==> config.mk <==
export PLATFORM = sky130hd
export DESIGN_NAME = serout_emu
export DESIGN_NICKNAME = d
export VERILOG_FILES = /design/src/rtl/serout_pkg.sv /design/src/rtl/serout_sync.sv /design/src/rtl/serout_frame.sv /design/src/rtl/serout_ctrl.sv /design/src/rtl/serout_emu.sv
export SDC_FILE = /design/constraint.sdc
export NUM_CORES = 1
export LEC_CHECK = 0
export CORE_MARGIN = 10
export CORE_UTILIZATION = 37
export DETAILED_ROUTE_END_ITERATION = 6
export SYNTH_ARGS = -nofsm -noshare
export SYNTH_HDL_FRONTEND = slang
export SYNTH_SLANG_ARGS = --single-unit
==> constraint.sdc <==
create_clock -name clk -period 2.3 [get_ports clk]
set_clock_uncertainty 0.1 [all_clocks]
set_input_delay 0.575 -clock clk [delete_from_list [all_inputs] [get_ports clk]]
set_output_delay 0.575 -clock clk [all_outputs]
set_load 0.02 [all_outputs]
==> src/rtl/serout_pkg.sv <==
package serout_pkg;

   // Edge events recovered from the synchronized pins, valid for one clk cycle
   typedef struct packed {
      logic cs_fall;
      logic cs_rise;
      logic sclk_fall;
      logic sclk_rise;
   } serout_evt_t;

   // Index of each pin inside the synchronizer vector
   localparam int unsigned PIN_CS   = 0;
   localparam int unsigned PIN_SCLK = 1;
   localparam int unsigned PIN_NUM  = 2;

endpackage

==> src/rtl/serout_sync.sv <==
module serout_sync #(
   parameter int unsigned             WIDTH   = 2,
   parameter int unsigned             STAGES  = 2,
   parameter logic [WIDTH-1:0]        RST_VAL = '1
) (
   input  logic             clk,
   input  logic             rst_n,
   input  logic [WIDTH-1:0] pin_i,
   output logic [WIDTH-1:0] level_o,
   output logic [WIDTH-1:0] rise_o,
   output logic [WIDTH-1:0] fall_o
);

   logic [WIDTH-1:0] stage_q [STAGES];
   logic [WIDTH-1:0] prev_q;

   generate
      for (genvar s = 0; s < STAGES; s++) begin : g_stage
         if (s == 0) begin : g_first
            always_ff @(posedge clk or negedge rst_n) begin
               if (!rst_n) stage_q[s] <= RST_VAL;
               else        stage_q[s] <= pin_i;
            end
         end else begin : g_next
            always_ff @(posedge clk or negedge rst_n) begin
               if (!rst_n) stage_q[s] <= RST_VAL;
               else        stage_q[s] <= stage_q[s-1];
            end
         end
      end
   endgenerate

   always_ff @(posedge clk or negedge rst_n) begin
      if (!rst_n) prev_q <= RST_VAL;
      else        prev_q <= stage_q[STAGES-1];
   end

   assign level_o = stage_q[STAGES-1];
   assign rise_o  = stage_q[STAGES-1] & ~prev_q;
   assign fall_o  = ~stage_q[STAGES-1] & prev_q;

endmodule

==> src/rtl/serout_frame.sv <==
module serout_frame #(
   parameter int unsigned LEAD_W    = 4,
   parameter int unsigned SAMPLE_W  = 12,
   parameter int unsigned NARROW_W  = 10,
   parameter bit          NARROW_EN = 1'b1,
   localparam int unsigned FRAME_W  = LEAD_W + SAMPLE_W
) (
   input  logic [SAMPLE_W-1:0] sample_i,
   input  logic                narrow_i,
   output logic [FRAME_W-1:0]  frame_o
);

   localparam int unsigned PAD_W = SAMPLE_W - NARROW_W;

   logic [FRAME_W-1:0] wide_frame;

   // Leading zeros come from zero extension; sample MSB lands on bit SAMPLE_W-1
   assign wide_frame = FRAME_W'(sample_i);

   generate
      if (NARROW_EN) begin : g_narrow
         logic [FRAME_W-1:0] narrow_frame;
         // Narrow sample sits just below the leading zeros, trailing pad below it
         assign narrow_frame = FRAME_W'(sample_i[NARROW_W-1:0]) << PAD_W;
         assign frame_o      = narrow_i ? narrow_frame : wide_frame;
      end else begin : g_wide_only
         logic unused_mode;
         assign unused_mode = narrow_i;
         assign frame_o     = wide_frame;
      end
   endgenerate

endmodule

==> src/rtl/serout_ctrl.sv <==
module serout_ctrl
   import serout_pkg::*;
#(
   parameter int unsigned FRAME_W     = 16,
   parameter int unsigned TRACK_AFTER = 13,
   parameter int unsigned CNT_W       = 5
) (
   input  logic               clk,
   input  logic               rst_n,
   input  serout_evt_t        ev_i,
   input  logic [FRAME_W-1:0] frame_i,
   output logic               sdo_o,
   output logic               oe_o,
   output logic               hold_o,
   output logic [CNT_W-1:0]   fall_cnt_o
);

   localparam logic [CNT_W-1:0] LAST_FALL  = CNT_W'(FRAME_W);
   localparam logic [CNT_W-1:0] TRACK_FALL = CNT_W'(TRACK_AFTER);

   logic [FRAME_W-1:0] shreg_q;
   logic               oe_q;
   logic               hold_q;
   logic               arm_q;
   logic [CNT_W-1:0]   cnt_q;
   logic [CNT_W-1:0]   cnt_nx;

   assign cnt_nx = cnt_q + 1'b1;

   always_ff @(posedge clk or negedge rst_n) begin
      if (!rst_n) begin
         shreg_q <= '0;
         oe_q    <= 1'b0;
         hold_q  <= 1'b0;
         arm_q   <= 1'b0;
         cnt_q   <= '0;
      end else if (ev_i.cs_rise) begin
         // Frame abandoned or finished: release pin and go back to track
         oe_q   <= 1'b0;
         hold_q <= 1'b0;
         arm_q  <= 1'b0;
      end else if (ev_i.cs_fall) begin
         // Frame start outranks any serial clock edge seen in the same cycle
         shreg_q <= frame_i;
         oe_q    <= 1'b1;
         hold_q  <= 1'b1;
         arm_q   <= 1'b0;
         cnt_q   <= '0;
      end else begin
         if (oe_q && ev_i.sclk_fall) begin
            cnt_q   <= cnt_nx;
            shreg_q <= {shreg_q[FRAME_W-2:0], 1'b0};
            if (cnt_nx == LAST_FALL)  oe_q  <= 1'b0;
            if (cnt_nx == TRACK_FALL) arm_q <= 1'b1;
         end
         if (arm_q && ev_i.sclk_rise) begin
            hold_q <= 1'b0;
            arm_q  <= 1'b0;
         end
      end
   end

   assign sdo_o      = oe_q & shreg_q[FRAME_W-1];
   assign oe_o       = oe_q;
   assign hold_o     = hold_q;
   assign fall_cnt_o = cnt_q;

endmodule

==> src/rtl/serout_emu.sv <==
module serout_emu
   import serout_pkg::*;
#(
   parameter int unsigned LEAD_W      = 4,
   parameter int unsigned SAMPLE_W    = 12,
   parameter int unsigned NARROW_W    = 10,
   parameter bit          NARROW_EN   = 1'b1,
   parameter int unsigned TRACK_AFTER = 13,
   parameter int unsigned SYNC_STAGES = 2
) (
   input  logic                clk,
   input  logic                rst_n,
   input  logic                cs_n_i,
   input  logic                sclk_i,
   input  logic [SAMPLE_W-1:0] sample_i,
   input  logic                mode_10b_i,
   output logic                sdo_o,
   output logic                sdo_oe_o,
   output logic                hold_o
);

   localparam int unsigned FRAME_LEN = LEAD_W + SAMPLE_W;
   localparam int unsigned CNT_W     = $clog2(FRAME_LEN + 1);

   if (SYNC_STAGES < 2) begin : g_chk_sync
      $error("serout_emu: SYNC_STAGES must be at least 2");
   end
   if (NARROW_W == 0 || NARROW_W > SAMPLE_W) begin : g_chk_narrow
      $error("serout_emu: NARROW_W must be in 1..SAMPLE_W");
   end
   if (TRACK_AFTER == 0 || TRACK_AFTER >= FRAME_LEN) begin : g_chk_track
      $error("serout_emu: TRACK_AFTER must be in 1..FRAME_LEN-1");
   end

   logic [PIN_NUM-1:0] pins;
   logic [PIN_NUM-1:0] pin_lvl;
   logic [PIN_NUM-1:0] pin_rise;
   logic [PIN_NUM-1:0] pin_fall;
   serout_evt_t        ev;
   logic [FRAME_LEN-1:0] frame;
   logic [CNT_W-1:0]   fall_cnt;
   logic               unused_lvl;

   assign pins[PIN_CS]   = cs_n_i;
   assign pins[PIN_SCLK] = sclk_i;

   serout_sync #(
      .WIDTH   (PIN_NUM),
      .STAGES  (SYNC_STAGES),
      .RST_VAL ({PIN_NUM{1'b1}})
   ) u_sync (
      .clk     (clk),
      .rst_n   (rst_n),
      .pin_i   (pins),
      .level_o (pin_lvl),
      .rise_o  (pin_rise),
      .fall_o  (pin_fall)
   );

   assign unused_lvl   = ^pin_lvl;
   assign ev.cs_fall   = pin_fall[PIN_CS];
   assign ev.cs_rise   = pin_rise[PIN_CS];
   assign ev.sclk_fall = pin_fall[PIN_SCLK];
   assign ev.sclk_rise = pin_rise[PIN_SCLK];

   serout_frame #(
      .LEAD_W    (LEAD_W),
      .SAMPLE_W  (SAMPLE_W),
      .NARROW_W  (NARROW_W),
      .NARROW_EN (NARROW_EN)
   ) u_frame (
      .sample_i (sample_i),
      .narrow_i (mode_10b_i),
      .frame_o  (frame)
   );

   serout_ctrl #(
      .FRAME_W     (FRAME_LEN),
      .TRACK_AFTER (TRACK_AFTER),
      .CNT_W       (CNT_W)
   ) u_ctrl (
      .clk        (clk),
      .rst_n      (rst_n),
      .ev_i       (ev),
      .frame_i    (frame),
      .sdo_o      (sdo_o),
      .oe_o       (sdo_oe_o),
      .hold_o     (hold_o),
      .fall_cnt_o (fall_cnt)
   );

endmodule

==> impl_results.md, run 1 <==
- Status: finished clean
- Fin nets: 193
- Area of the die: 0.00726 sq mm
- Root buf cell: clkbuf_8
- Static Leak: 0.808 nW
- Clk_lat worst skew: 0.27 ns
- Reg2Reg Depth: 5
- Setup slack, reg-to-reg: 0.44 ns
- Port bufs: 19
- Power Dens Cells: 681 mW/mm^2
- P_sw: 357 uW
- Count leader, synth: a22oi_1
- Post-synth top area share: 38.2%
- Critical-path cell list: and2_1 -> clkdlybuf4s50_1
- Count of pins over their slew limit: 0
- Sequential area share after synthesis: 48.2%
- Logic pwr share: 18.2%
- Final WS setup: 0.175 ns
- Hold EP: u_sync.level_o[1]
- DR DRC count: 0
- Hold buffers post-CTS: 0
- Post-synth EDFFs: 0
- FMAX: 471 MHz
- Async set-reset flop share out of synthesis: 100%
- Post-CTS setup buffer count: 0
- Via count: 1241
- Layout Utilization: 47.4%
- Antenna cells: 0
- Clk sinks: 30
- Switching share of power: 27.2%
- HP Start: u_sync.stage_q[3]
- Largest fanout on the critical path: 5
- Power Internal: 954 uW
- DR vias/cell: 5.59
- Post-synth top area cell: dfrtp_1
- WP data required: 1.62 ns
- Max cap viols: 0
- I/O pin count: 20
- Yosys reg bits: 30
- H-tree depth: 2
- Largest net degree at the start of global routing: 31
- Tmin final: 2.13 ns
- First-pass GRT wire length: 5880 um
- Vias in the first global route: 1328
- Core ar.: 0.00406 sq mm
- Row cnt: 23
- CTS tree: done
- Hold path cells: 0
- Yosys warns: 0
- Slowest cell on crit path: clkdlybuf4s50_1
- CP Class: reg -> out
- Hold slack: 0.254 ns
- Final worst-path cycle share: 92.4%
- Gr usage total: 9.72%
- Die W: 85.2 um
- DR WL/cell: 15.2 um
- Total Power: 1.31 mW
- RSZ-0062 raised after global routing: false
- Max Buffers Root-to-Sink: 2
- GPL Wtd Cong: 0.840
- Startpoint Class: flop
- CP Data Arrival Time: 1.45 ns
- Syn Inst Count: 148
- Synthesized area: 0.00157 sq mm
- Gates resized, CTS repair: 0
- Effective utilization at floorplan: 38.8%
- Hold Vio Cnt, Final: 0
- Clock network power share: 29.6%
- Slew headroom: 55.9%
- Largest vdd supply drop: 430 uV
- Worst slack, placed: 0.0525 ns
- Primary FF master, synth: dfrtp_1
- Slew @ Worst Pin: 0.658 ns
- Setup tns final: 0 ns
- Reg2reg start: u_sync.prev_q[0]
- Routed Antenna Nets: 0
- Grt ovf: 0
- Synth Area per Inst: 10.6 sq um
- Clock-pin slew on the worst setup and hold paths: 0.06 ns
- Seq pwr share: 52.1%
- Crit-path max cell delay: 0.59 ns
- Reg-to-Reg End: u_ctrl.shreg_q[7]
- P&R area growth vs syn: 22.4%
- Area contributors post-synth: dfrtp_1 (38%), a22oi_1 (12%), dfstp_2 (10%), mux2_2 (7.9%), o21ai_0 (7.0%)
- Critical path capture point type: output pin
- Die Y: 85.2 um
- First-pass DRT Iterations: 4
- CTS Buf Count: 5
- Syn nets: 170
- Initial antenna violation count: 0
- Layout cells sized above 1: 19.8%
- Post-Route WL: 3370 um
- Distinct cells, synth: 36
- Final Setup Violations: 0
- Initial DRC Count: 122
- Tightest Hold Check Type: reg -> reg
- Most frequent cells after synthesis: a22oi_1 (26), dfrtp_1 (24), o21ai_0 (22)
- HPWL after DPL: 2460 um
==> how the worst max path moves through the flow <==
stage,cells after the start,to,from,slack (ns)
2_1_floorplan,6,u_ctrl.fall_cnt_o[3],u_sync.prev_q[0],0.59
3_3_place_gp,4,u_ctrl.shreg_q[11],mode_10b_i,0.11
3_5_place_dp,4,u_ctrl.shreg_q[7],mode_10b_i,0.05
4_1_cts,2,sdo_o,u_ctrl.oe_o,0.15
5_1_grt,2,sdo_o,u_ctrl.oe_o,0.11
6_report,2,sdo_o,u_ctrl.oe_o,0.17
==> layer usage <==
metal	vias up	wire, um	global-route usage [%]
li1	598	-	-
met1	604	1440	10.4
met2	33	1690	16.7
met3	6	188	3.44
met4	0	57	4.34
met5	-	0	0
==> sequential cells by signal, summed over array words and instances (netlist names) <==
name	count
u_ctrl.shreg_q	16
u_ctrl.oe_o	1
u_sync.stage_q	2
u_sync.prev_q	2
u_sync.level_o	2
u_ctrl.hold_o	1
u_ctrl.fall_cnt_o	5
u_ctrl.arm_q	1
==> cell families after synthesis <==
group,count (synthesis),synth area share (%)
xor+xnor,3,1.67
buf+inv,15,4.06
simple gates,23,8.43
flops,30,48.2
mux,12,8.51
compound gates,60,25.1
fa+ha+maj,5,3.98
==> worst max-delay path, delay by kind of cell (launching register included) <==
family                 cells  cell delay [ns]
flip-flops                 1             0.44
AND/OR/NAND/NOR            1             0.15
buffers and inverters      1             0.59
==> cells in the final DEF, fill, tap and decap left out, drive strengths merged, types with 3 or more instances in the layout <==
cell	n
nor2	4
clkdlybuf4s50	19
clkbuf	6
dfrtp	24
mux2	11
o21ai	22
inv	6
a22oi	26
ha	5
a21oi	3
dfstp	6
nand2	9
buf	6
==> power by group through the flow <==
stage / Clock, mW / Combinational [mW] / Sequential [mW]
3_5_place_dp: 0 / 0.242 / 0.691
2_1_floorplan: 0 / 0.150 / 0.677
6_report: 0.388 / 0.239 / 0.683
3_3_place_gp: 0 / 0.232 / 0.685
5_1_grt: 0.426 / 0.271 / 0.695
4_1_cts: 0.403 / 0.243 / 0.683
==> area by class of cell <==
type                            count  area, sq um
Fill cell                         380         2130
Sequential cell                    30          758
Multi-Input combinational cell    103          751
Timing Repair Buffer               25          248
Clock buffer                        6         72.6
Tap cell                           50         62.6
Inverter                            6         22.5
Clock inverter                      2         10.0
==> stage by stage <==
step	instances	area (sq um)
after global routing	222	1920
after detailed placement	214	1840
after floorplan	148	1570
after CTS	222	1920
after global placement	214	1840
final	222	1920
Power figures use the tool's default switching activity.
==> run 2: changes to the inputs <==
- ABC_CLOCK_PERIOD_IN_PS: unset -> 2300
- CAP_MARGIN: unset -> 20
- CORE_UTILIZATION: 37 -> 30
==> run 2 against run 1 <==
Sequential cell count is the same. Sequential share of layout area shrank 0.97 points. Non-clock buffer count is the same. Register-to-register slack lost 0.06 ns. Core utilization shrank 8.8 points. Critical path depth is the same. Highest routed layer unchanged.
==> impl_results.md, run 2 (synthesis gave the netlist of run 1 again) <==
- Total Power: 1.44 mW (+10%)
- First-pass GRT wire length: 5880 um (unchanged)
- Largest vdd supply drop: 335 uV (-22%)
- Largest fanout on the critical path: 5 (unchanged)
- RSZ-0062 raised after global routing: false
- Crit-path max cell delay: 0.59 ns (about the same)
- Hold buffers post-CTS: 0 (unchanged)
- DR WL/cell: 14.2 um (-6.2%)
- Die Y: 92.4 um (+8.5%)
- Max reg flops: 16 (unchanged)
- Setup tns final: 0 ns (unchanged)
- Routed Antenna Nets: 0 (unchanged)
- Gr usage total: 8.58% (-1.1 points)
- I/O pin count: 20 (unchanged)
- CTS Buf Count: 5 (unchanged)
- Startpoint Class: flop
- Critical path capture point type: output pin
- Largest net degree at the start of global routing: 31 (unchanged)
- Power Dens Cells: 732 mW/mm^2 (+7.4%)
- Slew @ Worst Pin: 0.737 ns (+0.0783 ns)
- Reg2reg start: u_sync.prev_q[0]
- Static Leak: 0.815 nW (+0.89%)
- Clock-pin slew on the worst setup and hold paths: 0.07 ns (about the same)
- Max cap viols: 0 (unchanged)
- Hold slack: 0.257 ns (+0.00253 ns)
- Fin nets: 193 (unchanged)
- Via count: 1207 (-2.7%)
- Setup slack, reg-to-reg: 0.38 ns (-0.06 ns)
- Effective utilization at floorplan: 30.8% (-8.0 points)
- Commonest non-fill, non-tap cells in the layout: a22oi_1 (26), dfrtp_1 (24), o21ai_0 (22), clkdlybuf4s50_1 (19), mux2_2 (11)
- Root buf cell: clkbuf_8
- H-tree depth: 2 (unchanged)
- Post-CTS setup buffer count: 0 (unchanged)
- FMAX: 463 MHz (-1.6%)
- Grt ovf: 0 (unchanged)
- Max Buffers Root-to-Sink: 2 (unchanged)
- Crit. Startpoint: u_ctrl.oe_o
- Vias in the first global route: 1239 (-6.7%)
- Gates resized, CTS repair: 0 (unchanged)
- Final worst-path cycle share: 93.9% (+1.5 points)
- Setup crit end: sdo_o
- Most flop-heavy register: u_ctrl.shreg_q
- P&R area growth vs syn: 25.5%
- Row cnt: 26 (+13%)
- Slowest cell on crit path: clkdlybuf4s50_1
- CP Data Arrival Time: 1.48 ns (+0.03 ns)
- Critical-path cell list: and2_1 -> clkdlybuf4s50_1
- Count of pins over their slew limit: 0 (unchanged)
- Most common cell after layout, fill and taps aside: a22oi_1
- Layout Utilization: 38.6% (-8.8 points)
- Die W: 92.4 um (+8.5%)
- Reg2Reg Depth: 5 (unchanged)
- Clk sinks: 30 (unchanged)
- First-pass DRT Iterations: 4 (unchanged)
- Final WS setup: 0.141 ns (-0.0340 ns)
- Initial DRC Count: 79 (-35%)
- Slew headroom: 50.7% (-5.2 points)
- Initial antenna violation count: 0 (unchanged)
- Port bufs: 19 (unchanged)
- Post-Route WL: 3450 um (+2.3%)
- DR DRC count: 0 (unchanged)
- Hold Vio Cnt, Final: 0 (unchanged)
- Status: finished clean
- FILL cells: 523 (+38%)
- WP data required: 1.62 ns (about the same)
- Worst slack, placed: 0.232 ns (+0.180 ns)
- Final Setup Violations: 0 (unchanged)
- Clk_lat worst skew: 0.30 ns (+0.03 ns)
- Tightest Hold Check Type: reg -> reg
- Area of the die: 0.00854 sq mm (+18%)
- Reg-to-Reg End: u_ctrl.shreg_q[4]
- CP Class: reg -> out
- HPWL after DPL: 2340 um (-4.8%)
- Core ar.: 0.00511 sq mm (+26%)
- Layout cells sized above 1: 19.2% (-0.58 points)
- Tmin final: 2.16 ns (+0.0340 ns)
- DR vias/cell: 4.99 (-11%)
- GPL Wtd Cong: 0.739 (-12%)
- Antenna cells: 0 (unchanged)
- CTS tree: done
run 2: per-layer routing:
layer  wire, um  vias up  global-route usage [%]
li1           -      604                       -
met1       1560      575                    9.50
met2       1640       21                    13.7
met3        161        7                    3.15
met4         92        0                    5.40
met5          0        -                       0
run 2: area by class of cell:
type | count | area [sq um] | area share (%)
inverters | 6 | 22.5 | 1.14
well taps | 70 | 87.6 | 4.44
flip-flops and latches | 30 | 758 | 38.4
repair buffers | 25 | 248 | 12.6
multi-input cells | 103 | 751 | 38.0
clock buffers | 7 | 76.3 | 3.87
clock inverters | 1 | 30.0 | 1.52
run 2: worst min path at each step:
stage,depth (start not counted),slack [ns],end,start
global route,0,0.26,u_sync.level_o[0],u_sync.stage_q[2]
detailed placement,0,0.25,u_sync.level_o[1],u_sync.stage_q[3]
CTS,0,0.26,u_sync.level_o[1],u_sync.stage_q[3]
global placement,0,0.25,u_sync.level_o[1],u_sync.stage_q[3]
finish,0,0.26,u_sync.level_o[0],u_sync.stage_q[2]
floorplan,0,0.18,u_ctrl.arm_q,rst_n
run 2: power breakdown:
group | internal [mW] | switching (mW) | leakage, nW
Combinational | 0.130 | 0.104 | 0.395
Sequential | 0.614 | 0.0669 | 0.367
Clock | 0.324 | 0.205 | 0.0524
Total | 1.07 | 0.376 | 0.815
run 2: critical path, delay by kind of cell (launching register included):
kind | cells | cell delay [ns]
buffers and inverters | 1 | 0.59
flip-flops | 1 | 0.44
AND/OR/NAND/NOR | 1 | 0.15
run 2: metrics by stage:
| stage | instance area (sq um) | cells |
|---|---|---|
| 2_1_floorplan | 1570 | 148 |
| 5_1_grt | 1970 | 242 |
| 3_5_place_dp | 1870 | 234 |
| 4_1_cts | 1970 | 242 |
| 6_report | 1970 | 242 |
| 3_3_place_gp | 1870 | 234 |
